<file path="config.mk">
export PLATFORM = sky130hd
export DESIGN_NAME = blit_setup_regs
export DESIGN_NICKNAME = d
export VERILOG_FILES = /design/src/rtl/blit_setup_pkg.sv /design/src/rtl/blit_wr_decode.sv /design/src/rtl/blit_reg_bank.sv /design/src/rtl/blit_launch.sv /design/src/rtl/blit_setup_regs.sv
export SDC_FILE = /design/constraint.sdc
export NUM_CORES = 1
export LEC_CHECK = 0
export BUFFER_PORTS_ARGS = -buffer_cell sky130_fd_sc_hd__buf_2
export CAP_MARGIN = 20
export CELL_PAD_IN_SITES_DETAIL_PLACEMENT = 1
export CELL_PAD_IN_SITES_GLOBAL_PLACEMENT = 2
export CORE_MARGIN = 3
export CORE_UTILIZATION = 37
export DETAILED_ROUTE_END_ITERATION = 6
export PLACE_DENSITY_LB_ADDON = 0.12
export SLEW_MARGIN = 20
export SYNTH_ARGS = -nofsm -noshare
export SYNTH_HDL_FRONTEND = slang
export SYNTH_SLANG_ARGS = --single-unit
</file>
<file path="constraint.sdc">
create_clock -name clk -period 5.5 [get_ports clk]
set_input_delay 1.1 -clock clk [delete_from_list [all_inputs] [get_ports clk]]
set_output_delay 1.1 -clock clk [all_outputs]
set_load 0.01 [all_outputs]
</file>
<file path="src/rtl/blit_setup_pkg.sv">
// Shared constants for the blit setup front-end: register word addresses,
// coordinate slot indices, surface indices and field remap functions.
// Assumes word-addressed, full 32-bit register accesses.
package blit_setup_pkg;

    localparam int DATA_W     = 32;
    localparam int REG_ADDR_W = 6;
    localparam int N_COORD    = 6;
    localparam int N_SURF     = 2;

    // Coordinate slots; slot index equals the single-field write address
    localparam int CI_SRC_X  = 0;
    localparam int CI_SRC_Y  = 1;
    localparam int CI_DST_X  = 2;
    localparam int CI_DST_Y  = 3;
    localparam int CI_WIDTH  = 4;
    localparam int CI_HEIGHT = 5;

    localparam int SURF_SRC = 0;
    localparam int SURF_DST = 1;

    localparam logic [REG_ADDR_W-1:0] A_DST_W     = 6'h04;
    localparam logic [REG_ADDR_W-1:0] A_DST_H     = 6'h05;
    localparam logic [REG_ADDR_W-1:0] A_SRC_OFFS  = 6'h06;
    localparam logic [REG_ADDR_W-1:0] A_SRC_PITCH = 6'h07;
    localparam logic [REG_ADDR_W-1:0] A_DST_OFFS  = 6'h08;
    localparam logic [REG_ADDR_W-1:0] A_DST_PITCH = 6'h09;
    localparam logic [REG_ADDR_W-1:0] A_SRC_PACK  = 6'h0A;
    localparam logic [REG_ADDR_W-1:0] A_DST_PACK  = 6'h0B;
    localparam logic [REG_ADDR_W-1:0] A_SRC_YX    = 6'h0C;
    localparam logic [REG_ADDR_W-1:0] A_DST_YX    = 6'h0D;
    localparam logic [REG_ADDR_W-1:0] A_SRC_XY    = 6'h0E;
    localparam logic [REG_ADDR_W-1:0] A_DST_XY    = 6'h0F;
    localparam logic [REG_ADDR_W-1:0] A_HT_WD     = 6'h10;
    localparam logic [REG_ADDR_W-1:0] A_WD_HT     = 6'h11;
    localparam logic [REG_ADDR_W-1:0] A_WD_X      = 6'h12;
    localparam logic [REG_ADDR_W-1:0] A_HT_Y      = 6'h13;
    localparam logic [REG_ADDR_W-1:0] A_CTRL      = 6'h14;
    localparam logic [REG_ADDR_W-1:0] A_DTYPE     = 6'h15;
    localparam logic [REG_ADDR_W-1:0] A_MIX       = 6'h16;

    localparam logic [DATA_W-1:0] CTRL_MASK  = 32'hF800_000F;
    localparam logic [DATA_W-1:0] DTYPE_MASK = 32'hE007_0F0F;
    localparam logic [DATA_W-1:0] MIX_MASK   = 32'h00FF_0700;

    // Datatype word derived from a control write
    function automatic logic [DATA_W-1:0] ctrl_to_dtype(input logic [DATA_W-1:0] d);
        logic [DATA_W-1:0] r;
        r        = '0;
        r[3:0]   = d[11:8];
        r[11:8]  = d[7:4];
        r[17:16] = d[13:12];
        r[30]    = d[14];
        return r;
    endfunction

    // Mix word derived from a control write
    function automatic logic [DATA_W-1:0] ctrl_to_mix(input logic [DATA_W-1:0] d);
        logic [DATA_W-1:0] r;
        r        = '0;
        r[23:16] = d[23:16];
        r[10:8]  = d[26:24];
        return r;
    endfunction

endpackage

</file>
<file path="src/rtl/blit_wr_decode.sv">
// Write decoder: turns one bus write into per-field write enables and
// values, and flags writes that request an operation start.
// Assumes full-word writes; unmapped addresses produce no enables.
module blit_wr_decode
    import blit_setup_pkg::*;
#(
    parameter int COORD_W = 14,
    parameter int PITCH_W = 14
) (
    input  logic                                 wr_en,
    input  logic [REG_ADDR_W-1:0]                wr_addr,
    input  logic [DATA_W-1:0]                    wr_data,
    output logic [N_COORD-1:0]                   coord_we,
    output logic [N_COORD-1:0][COORD_W-1:0]      coord_wv,
    output logic [N_SURF-1:0]                    offs_we,
    output logic [N_SURF-1:0][DATA_W-1:0]        offs_wv,
    output logic [N_SURF-1:0]                    pitch_we,
    output logic [N_SURF-1:0][PITCH_W-1:0]       pitch_wv,
    output logic [N_SURF-1:0]                    tile_wv,
    output logic                                 ctrl_we,
    output logic [DATA_W-1:0]                    ctrl_wv,
    output logic                                 dtype_we,
    output logic [DATA_W-1:0]                    dtype_wv,
    output logic                                 mix_we,
    output logic [DATA_W-1:0]                    mix_wv,
    output logic                                 start_req
);

    localparam int HI_LSB = 16;
    localparam int CI_W   = $clog2(N_COORD);

    logic [COORD_W-1:0] lo_f;
    logic [COORD_W-1:0] hi_f;
    int                 si;

    assign lo_f = wr_data[COORD_W-1:0];
    assign hi_f = wr_data[HI_LSB +: COORD_W];

    // Decode the write address into field updates and a start request
    always_comb begin
        coord_we  = '0;
        coord_wv  = '0;
        offs_we   = '0;
        offs_wv   = '0;
        pitch_we  = '0;
        pitch_wv  = '0;
        tile_wv   = '0;
        ctrl_we   = 1'b0;
        ctrl_wv   = '0;
        dtype_we  = 1'b0;
        dtype_wv  = '0;
        mix_we    = 1'b0;
        mix_wv    = '0;
        start_req = 1'b0;
        si        = SURF_SRC;
        if (wr_en) begin
            if (wr_addr < REG_ADDR_W'(N_COORD)) begin
                coord_we[wr_addr[CI_W-1:0]] = 1'b1;
                coord_wv[wr_addr[CI_W-1:0]] = lo_f;
                start_req = (wr_addr == A_DST_W);
            end else begin
                case (wr_addr)
                    A_SRC_OFFS, A_DST_OFFS: begin
                        si = (wr_addr == A_DST_OFFS) ? SURF_DST : SURF_SRC;
                        offs_we[si] = 1'b1;
                        offs_wv[si] = {wr_data[DATA_W-1:4], 4'h0};
                    end
                    A_SRC_PITCH, A_DST_PITCH: begin
                        si = (wr_addr == A_DST_PITCH) ? SURF_DST : SURF_SRC;
                        pitch_we[si] = 1'b1;
                        pitch_wv[si] = wr_data[PITCH_W-1:0];
                        tile_wv[si]  = wr_data[16];
                    end
                    A_SRC_PACK, A_DST_PACK: begin
                        si = (wr_addr == A_DST_PACK) ? SURF_DST : SURF_SRC;
                        offs_we[si]  = 1'b1;
                        offs_wv[si]  = DATA_W'({wr_data[20:0], 5'b0});
                        pitch_we[si] = 1'b1;
                        pitch_wv[si] = PITCH_W'(wr_data[30:21]);
                        tile_wv[si]  = wr_data[31];
                    end
                    A_SRC_YX: begin
                        coord_we[CI_SRC_X] = 1'b1; coord_wv[CI_SRC_X] = lo_f;
                        coord_we[CI_SRC_Y] = 1'b1; coord_wv[CI_SRC_Y] = hi_f;
                    end
                    A_DST_YX: begin
                        coord_we[CI_DST_X] = 1'b1; coord_wv[CI_DST_X] = lo_f;
                        coord_we[CI_DST_Y] = 1'b1; coord_wv[CI_DST_Y] = hi_f;
                    end
                    A_SRC_XY: begin
                        coord_we[CI_SRC_Y] = 1'b1; coord_wv[CI_SRC_Y] = lo_f;
                        coord_we[CI_SRC_X] = 1'b1; coord_wv[CI_SRC_X] = hi_f;
                    end
                    A_DST_XY: begin
                        coord_we[CI_DST_Y] = 1'b1; coord_wv[CI_DST_Y] = lo_f;
                        coord_we[CI_DST_X] = 1'b1; coord_wv[CI_DST_X] = hi_f;
                    end
                    A_HT_WD: begin
                        coord_we[CI_WIDTH]  = 1'b1; coord_wv[CI_WIDTH]  = lo_f;
                        coord_we[CI_HEIGHT] = 1'b1; coord_wv[CI_HEIGHT] = hi_f;
                        start_req = 1'b1;
                    end
                    A_WD_HT: begin
                        coord_we[CI_HEIGHT] = 1'b1; coord_wv[CI_HEIGHT] = lo_f;
                        coord_we[CI_WIDTH]  = 1'b1; coord_wv[CI_WIDTH]  = hi_f;
                        start_req = 1'b1;
                    end
                    A_WD_X: begin
                        coord_we[CI_DST_X] = 1'b1; coord_wv[CI_DST_X] = lo_f;
                        coord_we[CI_WIDTH] = 1'b1; coord_wv[CI_WIDTH] = hi_f;
                        start_req = 1'b1;
                    end
                    A_HT_Y: begin
                        coord_we[CI_DST_Y]  = 1'b1; coord_wv[CI_DST_Y]  = lo_f;
                        coord_we[CI_HEIGHT] = 1'b1; coord_wv[CI_HEIGHT] = hi_f;
                    end
                    A_CTRL: begin
                        ctrl_we  = 1'b1;
                        ctrl_wv  = wr_data & CTRL_MASK;
                        dtype_we = 1'b1;
                        dtype_wv = ctrl_to_dtype(wr_data);
                        mix_we   = 1'b1;
                        mix_wv   = ctrl_to_mix(wr_data);
                    end
                    A_DTYPE: begin
                        dtype_we = 1'b1;
                        dtype_wv = wr_data & DTYPE_MASK;
                    end
                    A_MIX: begin
                        mix_we = 1'b1;
                        mix_wv = wr_data & MIX_MASK;
                    end
                    default: ;
                endcase
            end
        end
    end

endmodule

</file>
<file path="src/rtl/blit_reg_bank.sv">
// Register bank: holds the geometry, surface and control registers,
// exposes both the stored and next-cycle values, and serves reads.
// Assumes the decoder never enables two values for one field at once.
module blit_reg_bank
    import blit_setup_pkg::*;
#(
    parameter int COORD_W = 14,
    parameter int PITCH_W = 14
) (
    input  logic                                 clk,
    input  logic                                 rst_n,
    input  logic [N_COORD-1:0]                   coord_we,
    input  logic [N_COORD-1:0][COORD_W-1:0]      coord_wv,
    input  logic [N_SURF-1:0]                    offs_we,
    input  logic [N_SURF-1:0][DATA_W-1:0]        offs_wv,
    input  logic [N_SURF-1:0]                    pitch_we,
    input  logic [N_SURF-1:0][PITCH_W-1:0]       pitch_wv,
    input  logic [N_SURF-1:0]                    tile_wv,
    input  logic                                 ctrl_we,
    input  logic [DATA_W-1:0]                    ctrl_wv,
    input  logic                                 dtype_we,
    input  logic [DATA_W-1:0]                    dtype_wv,
    input  logic                                 mix_we,
    input  logic [DATA_W-1:0]                    mix_wv,
    output logic [N_COORD-1:0][COORD_W-1:0]      coord_nx,
    output logic [N_SURF-1:0][DATA_W-1:0]        offs_nx,
    output logic [N_SURF-1:0][PITCH_W-1:0]       pitch_nx,
    output logic [N_SURF-1:0]                    tile_nx,
    output logic [DATA_W-1:0]                    dtype_nx,
    output logic [DATA_W-1:0]                    mix_nx,
    input  logic [REG_ADDR_W-1:0]                rd_addr,
    output logic [DATA_W-1:0]                    rd_data
);

    localparam int CI_W     = $clog2(N_COORD);
    localparam int TILE_BIT = 16;

    logic [N_COORD-1:0][COORD_W-1:0] coord_q;
    logic [N_SURF-1:0][DATA_W-1:0]   offs_q;
    logic [N_SURF-1:0][PITCH_W-1:0]  pitch_q;
    logic [N_SURF-1:0]               tile_q;
    logic [DATA_W-1:0]               ctrl_q;
    logic [DATA_W-1:0]               dtype_q;
    logic [DATA_W-1:0]               mix_q;

    genvar gi;
    generate
        for (gi = 0; gi < N_COORD; gi++) begin : g_coord
            assign coord_nx[gi] = coord_we[gi] ? coord_wv[gi] : coord_q[gi];
            // Coordinate slot storage
            always_ff @(posedge clk) begin
                if (!rst_n) coord_q[gi] <= '0;
                else        coord_q[gi] <= coord_nx[gi];
            end
        end
        for (gi = 0; gi < N_SURF; gi++) begin : g_surf
            assign offs_nx[gi]  = offs_we[gi]  ? offs_wv[gi]  : offs_q[gi];
            assign pitch_nx[gi] = pitch_we[gi] ? pitch_wv[gi] : pitch_q[gi];
            assign tile_nx[gi]  = pitch_we[gi] ? tile_wv[gi]  : tile_q[gi];
            // Surface offset, pitch and tile storage
            always_ff @(posedge clk) begin
                if (!rst_n) begin
                    offs_q[gi]  <= '0;
                    pitch_q[gi] <= '0;
                    tile_q[gi]  <= 1'b0;
                end else begin
                    offs_q[gi]  <= offs_nx[gi];
                    pitch_q[gi] <= pitch_nx[gi];
                    tile_q[gi]  <= tile_nx[gi];
                end
            end
        end
    endgenerate

    assign dtype_nx = dtype_we ? dtype_wv : dtype_q;
    assign mix_nx   = mix_we   ? mix_wv   : mix_q;

    // Control, datatype and mix storage
    always_ff @(posedge clk) begin
        if (!rst_n) begin
            ctrl_q  <= '0;
            dtype_q <= '0;
            mix_q   <= '0;
        end else begin
            if (ctrl_we) ctrl_q <= ctrl_wv;
            dtype_q <= dtype_nx;
            mix_q   <= mix_nx;
        end
    end

    // Read multiplexer over stored values
    always_comb begin
        rd_data = '0;
        if (rd_addr < REG_ADDR_W'(N_COORD)) begin
            rd_data = DATA_W'(coord_q[rd_addr[CI_W-1:0]]);
        end else begin
            case (rd_addr)
                A_SRC_OFFS:  rd_data = offs_q[SURF_SRC];
                A_DST_OFFS:  rd_data = offs_q[SURF_DST];
                A_SRC_PITCH: rd_data = DATA_W'(pitch_q[SURF_SRC]) |
                                       (DATA_W'(tile_q[SURF_SRC]) << TILE_BIT);
                A_DST_PITCH: rd_data = DATA_W'(pitch_q[SURF_DST]) |
                                       (DATA_W'(tile_q[SURF_DST]) << TILE_BIT);
                A_CTRL:      rd_data = ctrl_q;
                A_DTYPE:     rd_data = dtype_q;
                A_MIX:       rd_data = mix_q;
                default:     rd_data = '0;
            endcase
        end
    end

endmodule

</file>
<file path="src/rtl/blit_launch.sv">
// Launch control: issues a one-cycle start with a parameter snapshot,
// defers requests made while the engine is busy until it goes idle.
// Assumes params_nx already includes the write of the current cycle.
module blit_launch #(
    parameter int PARAM_W = 242
) (
    input  logic               clk,
    input  logic               rst_n,
    input  logic               start_req,
    input  logic               eng_busy,
    input  logic [PARAM_W-1:0] params_nx,
    output logic               start,
    output logic [PARAM_W-1:0] params_q,
    output logic               pending
);

    logic fire;

    assign fire = (start_req | pending) & ~eng_busy;

    // Pending request tracking and start pulse generation
    always_ff @(posedge clk) begin
        if (!rst_n) begin
            pending <= 1'b0;
            start   <= 1'b0;
        end else begin
            pending <= eng_busy & (pending | start_req);
            start   <= fire;
        end
    end

    // Parameter snapshot taken at each launch
    always_ff @(posedge clk) begin
        if (!rst_n)    params_q <= '0;
        else if (fire) params_q <= params_nx;
    end

endmodule

</file>
<file path="src/rtl/blit_setup_regs.sv">
// Top of the blit setup front-end: decoder, register bank and launch
// control. Outputs hold the parameters captured at the latest start.
// Assumes one full-word write per cycle and a single downstream engine.
module blit_setup_regs
    import blit_setup_pkg::*;
#(
    parameter int COORD_W = 14,
    parameter int PITCH_W = 14
) (
    input  logic                  clk,
    input  logic                  rst_n,
    input  logic                  wr_en,
    input  logic [REG_ADDR_W-1:0] wr_addr,
    input  logic [DATA_W-1:0]     wr_data,
    input  logic [REG_ADDR_W-1:0] rd_addr,
    output logic [DATA_W-1:0]     rd_data,
    input  logic                  eng_busy,
    output logic                  blit_start,
    output logic [COORD_W-1:0]    out_src_x,
    output logic [COORD_W-1:0]    out_src_y,
    output logic [COORD_W-1:0]    out_dst_x,
    output logic [COORD_W-1:0]    out_dst_y,
    output logic [COORD_W-1:0]    out_width,
    output logic [COORD_W-1:0]    out_height,
    output logic [DATA_W-1:0]     out_src_offset,
    output logic [PITCH_W-1:0]    out_src_pitch,
    output logic                  out_src_tile,
    output logic [DATA_W-1:0]     out_dst_offset,
    output logic [PITCH_W-1:0]    out_dst_pitch,
    output logic                  out_dst_tile,
    output logic [DATA_W-1:0]     out_datatype,
    output logic [DATA_W-1:0]     out_mix
);

    localparam int SURF_W  = DATA_W + PITCH_W + 1;
    localparam int PARAM_W = N_COORD * COORD_W + N_SURF * SURF_W + 2 * DATA_W;

    logic [N_COORD-1:0]              coord_we;
    logic [N_COORD-1:0][COORD_W-1:0] coord_wv, coord_nx;
    logic [N_SURF-1:0]               offs_we, pitch_we, tile_wv, tile_nx;
    logic [N_SURF-1:0][DATA_W-1:0]   offs_wv, offs_nx;
    logic [N_SURF-1:0][PITCH_W-1:0]  pitch_wv, pitch_nx;
    logic                            ctrl_we, dtype_we, mix_we, start_req;
    logic [DATA_W-1:0]               ctrl_wv, dtype_wv, mix_wv, dtype_nx, mix_nx;
    logic [PARAM_W-1:0]              params_nx, params_q;
    logic                            launch_pending;

    blit_wr_decode #(.COORD_W(COORD_W), .PITCH_W(PITCH_W)) u_decode (
        .wr_en     (wr_en),
        .wr_addr   (wr_addr),
        .wr_data   (wr_data),
        .coord_we  (coord_we),
        .coord_wv  (coord_wv),
        .offs_we   (offs_we),
        .offs_wv   (offs_wv),
        .pitch_we  (pitch_we),
        .pitch_wv  (pitch_wv),
        .tile_wv   (tile_wv),
        .ctrl_we   (ctrl_we),
        .ctrl_wv   (ctrl_wv),
        .dtype_we  (dtype_we),
        .dtype_wv  (dtype_wv),
        .mix_we    (mix_we),
        .mix_wv    (mix_wv),
        .start_req (start_req)
    );

    blit_reg_bank #(.COORD_W(COORD_W), .PITCH_W(PITCH_W)) u_bank (
        .clk      (clk),
        .rst_n    (rst_n),
        .coord_we (coord_we),
        .coord_wv (coord_wv),
        .offs_we  (offs_we),
        .offs_wv  (offs_wv),
        .pitch_we (pitch_we),
        .pitch_wv (pitch_wv),
        .tile_wv  (tile_wv),
        .ctrl_we  (ctrl_we),
        .ctrl_wv  (ctrl_wv),
        .dtype_we (dtype_we),
        .dtype_wv (dtype_wv),
        .mix_we   (mix_we),
        .mix_wv   (mix_wv),
        .coord_nx (coord_nx),
        .offs_nx  (offs_nx),
        .pitch_nx (pitch_nx),
        .tile_nx  (tile_nx),
        .dtype_nx (dtype_nx),
        .mix_nx   (mix_nx),
        .rd_addr  (rd_addr),
        .rd_data  (rd_data)
    );

    assign params_nx = {coord_nx,
                        offs_nx[SURF_SRC], pitch_nx[SURF_SRC], tile_nx[SURF_SRC],
                        offs_nx[SURF_DST], pitch_nx[SURF_DST], tile_nx[SURF_DST],
                        dtype_nx, mix_nx};

    blit_launch #(.PARAM_W(PARAM_W)) u_launch (
        .clk       (clk),
        .rst_n     (rst_n),
        .start_req (start_req),
        .eng_busy  (eng_busy),
        .params_nx (params_nx),
        .start     (blit_start),
        .params_q  (params_q),
        .pending   (launch_pending)
    );

    assign {out_height, out_width, out_dst_y, out_dst_x, out_src_y, out_src_x,
            out_src_offset, out_src_pitch, out_src_tile,
            out_dst_offset, out_dst_pitch, out_dst_tile,
            out_datatype, out_mix} = params_q;

endmodule

</file>
Word-level counts from Yosys, hierarchy flattened
Cells that the tools add are included.
- logic and storage cells: 173
- input port bits: 48
- output and inout bits: 275
- register bits after elaboration: 518
- equality and inequality tests: 25
- magnitude comparators: 11
- reduce and logical (&&, ||, !) cells: 18
- multiplexer cells: 88
- bitwise logic cells: 13
- operator list (cell ; count):
    $mux 32 ; 14
    $pmux 32 s7 ; 1
    $mux 14 ; 12
    $mux 84 ; 2
    $mux 64 ; 2
    $pmux 64 s2 ; 1
    $pmux 14 s2 ; 4
    $pmux 28 s2 ; 2
    $ge 32x1->1 const B ; 3
    $lt 32x3->1 const B ; 3
    $and 84x84->84 ; 1
    $and 58x64->64 ; 1
    $and 64x64->64 ; 1
    $demux 32 s1 ; 2
    $pmux 32 s2 ; 1
    $eq 6x4->1 const B ; 10
    $eq 6x5->1 const B ; 10
    $mux 28 ; 2
    $pmux 24 s2 ; 1
    $bmux 14 s3 ; 1
    $demux 14 s3 ; 1
    $or 14x17->17 ; 2
    $eq 6x3->1 const B ; 5
    $and 24x28->28 ; 1
    18 further kinds ; 72

Logic depth before layout (Yosys ltp)
Gate-level depths: netlist (run 1).
- depth in word-level cells: 11
- depth in mapped cells: 10
- gate-level depth less buffers: 5

By module
From an unflattened synthesis (run 1), not the netlist that was laid out.
- cell total of the unflattened synthesis: 2978
- area, all modules: 27126.0 µm²
- by module, submodules not included (module ; seq. area each (µm²) ; area an instance (µm²) ; times used ; cells an instance):
    blit_reg_bank ; 5485.3 ; 12542.0 ; 1 ; 1155
    blit_launch ; 4884.7 ; 9685.5 ; 1 ; 1056
    blit_wr_decode ; 0.0 ; 4898.4 ; 1 ; 767

Worst setup path after synthesis (run 1)
No wires, ideal clock.
- path kind: input to output
- start point: in rd_addr[2]
- end point: out rd_data[10]
- required time: 4.400 ns
- stages: 6
- slack: 1.778 ns
- arrival: 2.622 ns
- buffers on the path: 2
- path through: buf_2 or4b_2 nor2_1 buf_2 a22oi_1 nand4_1
- cells in the longest elaborated chain, start to end: 3
- elaborated cells between the ends (all ways): 12
- those cells by class: order compare (1); eq/ne (7); mux (4)
- RTL lines (what ; line ; source):
    start: declaration ; blit_setup_regs.sv:15 ; input logic [REG_ADDR_W-1:0] rd_addr,
    $eq 6x5->1 (tied with other cells) ; blit_reg_bank.sv:97 ; case (rd_addr)
    $pmux 32 s7 / $mux 14 (equally long branches) ; blit_reg_bank.sv:97, blit_reg_bank.sv:95 ;
    $mux 32 (*) ; blit_reg_bank.sv:94 ; if (rd_addr < REG_ADDR_W'(N_COORD)) begin
    end: declaration ; blit_setup_regs.sv:16 ; output logic [DATA_W-1:0] rd_data,
Mark *: on every way between the ends. The rest lies on a longest branch, timed or not. The select of a mux whose other input is x is not followed.

Worst setup path after layout (run 1)
- start point: in rd_addr[3]
- end point: out rd_data[31]
- cells in the longest elaborated chain, start to end: 3
- elaborated cells between the ends (all ways): 10
- those cells by class: order compare (1); eq/ne (7); mux (2)
- RTL lines (what ; line):
    $eq 6x5->1 (tied with other cells) ; blit_reg_bank.sv:97
    $pmux 32 s7 ; blit_reg_bank.sv:97
    $mux 32 (*) ; blit_reg_bank.sv:94
Mark *: on every way between the ends. The rest lies on a longest branch, timed or not.

==> results by group, run 1 <==
Synthesis
  – Post-Synth XOR/XNOR Area: 0.0856%
  – Mapped Nets: ~2,300
  – Post-synth top area cell: dfxtp_1
  – Main combinational cell family by area after synthesis: compound AO/OA/AOI/OAI gates
  – Dominant cells by area after synthesis: dfxtp_1 48%, a22o_1 5.0%, nor2_1 4.5%, nand3_1 3.8%, a22oi_1 3.8%
  – Synth cell types: 74
  – Async S/R FF share, synth: 0%
  – Post-Syn Area: 20,500 um2
  – Synth warn: 0
  – Post-synth EDFFs: 0
  – Multiplexer area fraction after synthesis: 5.08%
  – Synthesized flop and latch total: 495
  – Adder-cell area share of the yosys netlist: 0%
  – Compound-Gate Fraction of Synth Area: 24.0%
  – Mapped Avg Cell Area: 9.01 um2
  – Simple-gate share of the synthesized area: 16.2%
  – Main synth FF type: dfxtp_1
  – Post-synthesis sequential area ratio: 48.4%
  – Syn Inst Count: 2,271
  – Synth top area share: 48.4%

Clocking
  – Hold buffers post-CTS: 0
  – Post-CTS setup buffer count: 0
  – Root Buffer: clkbuf_16
  – CTS tree: built
  – Num Clock Sinks: 495
  – Worst-path clk slew: 60 ps
  – Resize count post-CTS: 0
  – H-tree Lvls: 2
  – Num CTS Buffers: 54
  – CTS Buffer Depth: 3
  – Skew-Pair Late Insertion Delay: 620 ps

Routing
  – Antenna Violating Nets Remaining: 0
  – Vias: 19,600
  – WL/cell: between 20 and 30 um
  – Drc violations: 0
  – Avg Vias per Cell: between 6 and 7
  – Initial DRC Count: around 2,200
  – Wirelength, routed: slightly above 90,000 um
  – First-pass detailed-route iteration total: 6

Die
  – IO Pins: 323
  – Core Region: 54,200 um2
  – Die area: 58,200 um2
  – Die width: 241 um
  – Initial Util: 37.7%
  – Row cnt: 85
  – Die height: 241 um

Setup path
  – Crit Path Class: input port to output pin
  – CP max FO: 17
  – R2R cell count: 5
  – CP Capture Type: output pin
  – Worst EP required: 4400 ps
  – CP Data Arrival Time: 3270 ps
  – CP Launch Type: input port
  – Worst reg2reg path endpoint: u_launch.params_q[139]
  – Reg-to-reg slack, setup: 3180 ps
  – Worst R2R Start: u_launch.pending

Run
  – Max-cap violation count: 0

Cells and area
  – Share of cells above drive strength 1: about a fifth
  – Area growth, synth to finish: 17.3%
  – NumNets Final: between 2,000 and 2,500
  – Post-route insts no fill: 3,169

Global route
  – First-pass GRT wire length: approximately 130,000 um
  – Vias in the first global route: 18,700
  – GRT Resource Usage Total: a little under a third
  – Grt ovf: 0
  – Antenna violations before repair: 4
  – Largest net degree at the start of global routing: between 150 and 200

STA
  – Tightest Pin Transition: 1220 ps
  – Slew headroom: 18.7%
  – Final setup fails: 0
  – Setup_tns: 0 ps
  – Fmax: 229 MHz
  – Slew Limit Fails: 0
  – Final min period: 4370 ps
  – RSZ-0062 raised after global routing: no
  – Period utilization: 79.4%
  – Hold Fails Final Rpt: 0
  – Final WS setup: 1130 ps
  – Clock Skew: 14.5 ps

Min path
  – Worst Hold Depth: 2
  – Hold Crit Class: flip-flop to flip-flop
  – HP Start: u_launch.params_q[55]
  – WHS Endpoint: u_launch.params_q[55]

Outcome
  – Outcome: finished, final reports clean

Placed design
  – Post-DP HPWL: 62,100 um
  – I/O Buffers: 322
  – Post-place setup slack: 1210 ps
  – Post-Place Cells: 3,066
  – GP Congestion: about 0.92

Power
  – Power Density: about 330 nW/um2
  – Worst VDD drop: 0.228 mV
  – P_leak: roughly 9.9 nW
logic make-up after synthesis:
group           Yosys count
buf+inv                 290
mux                      85
flops                   495
xor+xnor                  2
simple gates            692
compound gates          707
layout make-up:
class | count | area (um2)
fill | 6293 | 30200
sequential | 495 | 9910
multi-input combinational | 1486 | 9330
timing repair buffer | 357 | 1920
clock buffer | 78 | 1620
tap | 696 | 871
clock inverter | 23 | 219
inverter | 32 | 125
antenna | 2 | 5.00
power by group:
group,internal (mW),switching [mW]
logic,0.124,0.374
registers,3.62,0.0285
clock network,2.16,1.61
total,5.90,2.01
state kept, by name, indices dropped and copies added, names as in the netlist:
name	flops
u_bank.coord_q	84
u_bank.ctrl_q	9
u_bank.dtype_q	32
u_bank.mix_q	32
u_bank.offs_q	64
u_bank.pitch_q	28
u_bank.tile_q	2
u_launch.params_q	242
u_launch.pending	1
u_launch.start	1
cells in the mapped netlist, drive strengths merged, types with 2 or more instances:
cell type and n:
o21a 4, o22ai 14, nand4b 3, a211oi 16
or4b 2, o31ai 14, or2 4, nor2b 5
a32o 32, a221oi 13, and3b 2, mux4 14
nor3b 2, nand2 119, o21ai 198, dfxtp 495
mux2 8, a22o 116, o311ai 14, a211o 2
nand2b 7, and4bb 2, clkbuf 161, buf 97
nor2 246, mux2i 63, a41oi 2, a21oi 128
a31oi 2, nand4 15, nand3 157, a32oi 3
a221o 13, a222oi 25, nor4b 4, and2 47
a21o 3, and3 49, nor3 19, nor4bb 2
a22oi 104, or3 2, inv 32
layer usage:
metal	global-route usage, %	wire, um	vias up
met5	0	13	-
li1	-	-	8587
met2	43.9	37800	917
met1	45.7	42400	10000
met4	7.98	2410	2
met3	6.21	8530	136
cell usage in the layout, fill, tap and decap left out, types with 6 or more instances in the layout:
| master | count |
|---|---|
| clkinv_2 | 14 |
| o22ai_1 | 14 |
| buf_4 | 32 |
| a211oi_1 | 16 |
| a32o_1 | 32 |
| nor2_1 | 245 |
| clkbuf_16 | 54 |
| o311ai_1 | 8 |
| mux4_2 | 14 |
| a221oi_1 | 12 |
| o311ai_0 | 6 |
| o21ai_0 | 147 |
| o31ai_1 | 13 |
| a221o_1 | 13 |
| clkbuf_1 | 6 |
| a22o_1 | 116 |
| nand3_1 | 157 |
| a222oi_1 | 25 |
| o21ai_1 | 47 |
| dfxtp_1 | 495 |
| nand2_1 | 118 |
| mux2i_1 | 63 |
| nand4_1 | 15 |
| a22oi_1 | 104 |
| and3_1 | 49 |
| clkbuf_8 | 18 |
| a21oi_1 | 124 |
| and2_1 | 46 |
| nor3_1 | 16 |
| inv_1 | 31 |
| buf_2 | 321 |
| nand2b_1 | 7 |
worst max path at each step:
stage | start | endpoint | slack [ps]
after floorplan | rd_addr[2] | rd_data[10] | 1780
after global placement | rd_addr[3] | rd_data[29] | 1220
after detailed placement | rd_addr[3] | rd_data[30] | 1210
after CTS | rd_addr[3] | rd_data[30] | 1210
after global routing | rd_addr[3] | rd_data[30] | 1030
final | rd_addr[3] | rd_data[31] | 1130
critical path: stages:
cell,delay [ps]
buf_2,110
nor3_2,240
buf_4,260
and4b_1,730
buf_4,400
a22oi_1,140
nand2_1,120
buf_2,140
metrics by stage:
step,hold slack (ps),area [um2],power (mW),util [%]
final,452,24000,7.91,44.3
after global routing,475,24000,8.15,44.2
after CTS,455,24000,7.95,44.2
after detailed placement,447,22200,4.21,40.8
after global placement,441,22200,4.20,40.8
after floorplan,436,20500,4.01,-
Power figures use the tool's default switching activity.
==> inputs of run 2 (changes only) <==
--- a/config.mk
+++ b/config.mk
@@ -10,7 +10,7 @@
 export CELL_PAD_IN_SITES_DETAIL_PLACEMENT = 1
 export CELL_PAD_IN_SITES_GLOBAL_PLACEMENT = 2
 export CORE_MARGIN = 3
-export CORE_UTILIZATION = 37
+export CORE_UTILIZATION = 31
 export DETAILED_ROUTE_END_ITERATION = 6
 export PLACE_DENSITY_LB_ADDON = 0.12
 export SLEW_MARGIN = 20
==> constraint.sdc (replaced) <==
create_clock -name clk -period 3.9 [get_ports clk]
set_input_delay 0.78 -clock clk [delete_from_list [all_inputs] [get_ports clk]]
set_output_delay 0.78 -clock clk [all_outputs]
set_load 0.01 [all_outputs]
==> run 2 against run 1 <==
  * Clock skew up 9.6 ps
  * Largest power group unchanged
  * Highest routed layer unchanged
  * Die area up 19%
  * Final cell count up 5.8%
  * Global-route usage down 4.0 points
  * Sequential cell count unchanged
  * Via count down 1.5%
  * Routed wire length up 4.2%
  * Sequential share of layout area down 0.81 points
  * Largest cell class unchanged
==> results by group, run 2 (synthesis results as in run 1) <==
Cells and area
  – Most frequent cells in the layout: 495 x dfxtp_1, 321 x buf_2, 245 x nor2_1
  – Top flop regs: u_launch.params_q: 242 flops, u_bank.coord_q: 84 flops, u_bank.offs_q: 64 flops
  – Share of cells above drive strength 1: between 20% and 30%
  – Layout fillers: 7,549
  – Max FFs per register: 242
  – Largest Register: u_launch.params_q
  – Commonest non-fill, non-tap cell in the layout: dfxtp_1
  – NumNets Final: 2,498
  – Post-route insts no fill: 3,352
  – Area growth, synth to finish: 19.6%

Global route
  – Vias in the first global route: 19,000
  – Grt ovf: 0
  – Largest net degree at the start of global routing: 173
  – Antenna violations before repair: 5
  – First-pass GRT wire length: 137,000 um
  – GRT Resource Usage Total: 26.3%

Routing
  – Vias: 19,400
  – Antenna Violating Nets Remaining: 0
  – First-pass detailed-route iteration total: 6
  – Drc violations: 0
  – Wirelength, routed: between 90,000 and 100,000 um
  – Avg Vias per Cell: 5.77
  – WL/cell: 28.3 um
  – Initial DRC Count: between 1,500 and 2,000

Clocking
  – Root Buffer: clkbuf_16
  – Post-CTS setup buffer count: 0
  – Skew-Pair Late Insertion Delay: 640 ps
  – H-tree Lvls: 2
  – Resize count post-CTS: 0
  – CTS Buffer Depth: 3
  – Worst-path clk slew: 60 ps
  – Hold buffers post-CTS: 0
  – CTS tree: built
  – Num Clock Sinks: 495
  – Num CTS Buffers: 57

Die
  – Die area: 69,100 um2
  – IO Pins: 323
  – Die height: 263 um
  – Row cnt: 93
  – Initial Util: 31.5%
  – Die width: 263 um
  – Core Region: roughly 65,000 um2

STA
  – Final WS setup: 461 ps
  – Fmax: 291 MHz
  – Final min period: 3440 ps
  – Slew headroom: 37.8%
  – Final setup fails: 0
  – Setup_tns: 0 ps
  – Tightest Pin Transition: 933 ps
  – Clock Skew: about 24 ps
  – Slew Limit Fails: 0
  – RSZ-0062 raised after global routing: no
  – Period utilization: 88.2%
  – Hold Fails Final Rpt: 0

Placed design
  – Post-Place Cells: 3,246
  – I/O Buffers: 322
  – Post-place setup slack: 523 ps
  – GP Congestion: 0.889
  – Post-DP HPWL: around 66,000 um

Setup path
  – CP Capture Type: output pin
  – CP Data Arrival Time: 2660 ps
  – CP Launch Type: input port
  – CP max FO: 32
  – Worst Setup SP: rd_addr[2]
  – Worst EP required: between 3000 and 4000 ps
  – Worst R2R Start: u_launch.pending
  – Crit Path Class: input port to output pin

Power
  – Total power: 11.4 mW
  – Power Density: 464 nW/um2
  – Worst VDD drop: approximately 0.38 mV
  – P_leak: 10.1 nW

Run
  – Max-cap violation count: 0

Min path
  – HP Start: u_launch.params_q[59]
  – Hold Crit Class: flip-flop to flip-flop

Outcome
  – Outcome: finished, final reports clean
[run 2: layout make-up]
class	instances	area (um2)	area share (%)
diodes	2	5.00	0.0204
clock buffers	78	1610	6.56
clock inverters	26	287	1.17
inverters	32	125	0.511
multi-input cells	1486	9320	38.1
flip-flops and latches	495	9910	40.5
well taps	855	1070	4.37
repair buffers	378	2160	8.84
[run 2: worst max-delay path, cell delays in order]
cell	delay (ps)
buf_2	130
or4b_2	760
nor3_4	190
buf_12	240
a22oi_1	90
nand3_1	250
buf_2	190
[run 2: per-stage QoR]
stage	hold slack (ps)	cell area [um2]	utilization, %
global placement	440	22600	34.8
CTS	451	24500	37.7
floorplan	436	20500	-
finish	448	24500	37.7
global route	468	24500	37.7
detailed placement	444	22600	34.8
[run 2: report_power, final]
part	total (mW)	internal, mW	switching [mW]
Clock	5.49	3.16	2.33
Combinational	0.725	0.186	0.539
Sequential	5.14	5.11	0.0393
[run 2: metal layers]
layer | up-vias | global-route usage (%) | wire, um
met5 | - | 0.832 | 90
met2 | 778 | 38.0 | 39400
met4 | 4 | 6.02 | 2140
met3 | 130 | 7.69 | 8630
met1 | 9812 | 38.3 | 44700
li1 | 8633 | - | -
[run 2: path summary, 6_finish.rpt]
| path | to | slack, ps | depth (start not counted) |
|---|---|---|---|
| max | rd_data[16] | 460 | 7 |
| min reg2reg | u_launch.params_q[59] | 450 | 2 |
| max reg2reg | u_launch.params_q[138] | 2060 | 5 |
| min | u_launch.params_q[59] | 450 | 2 |
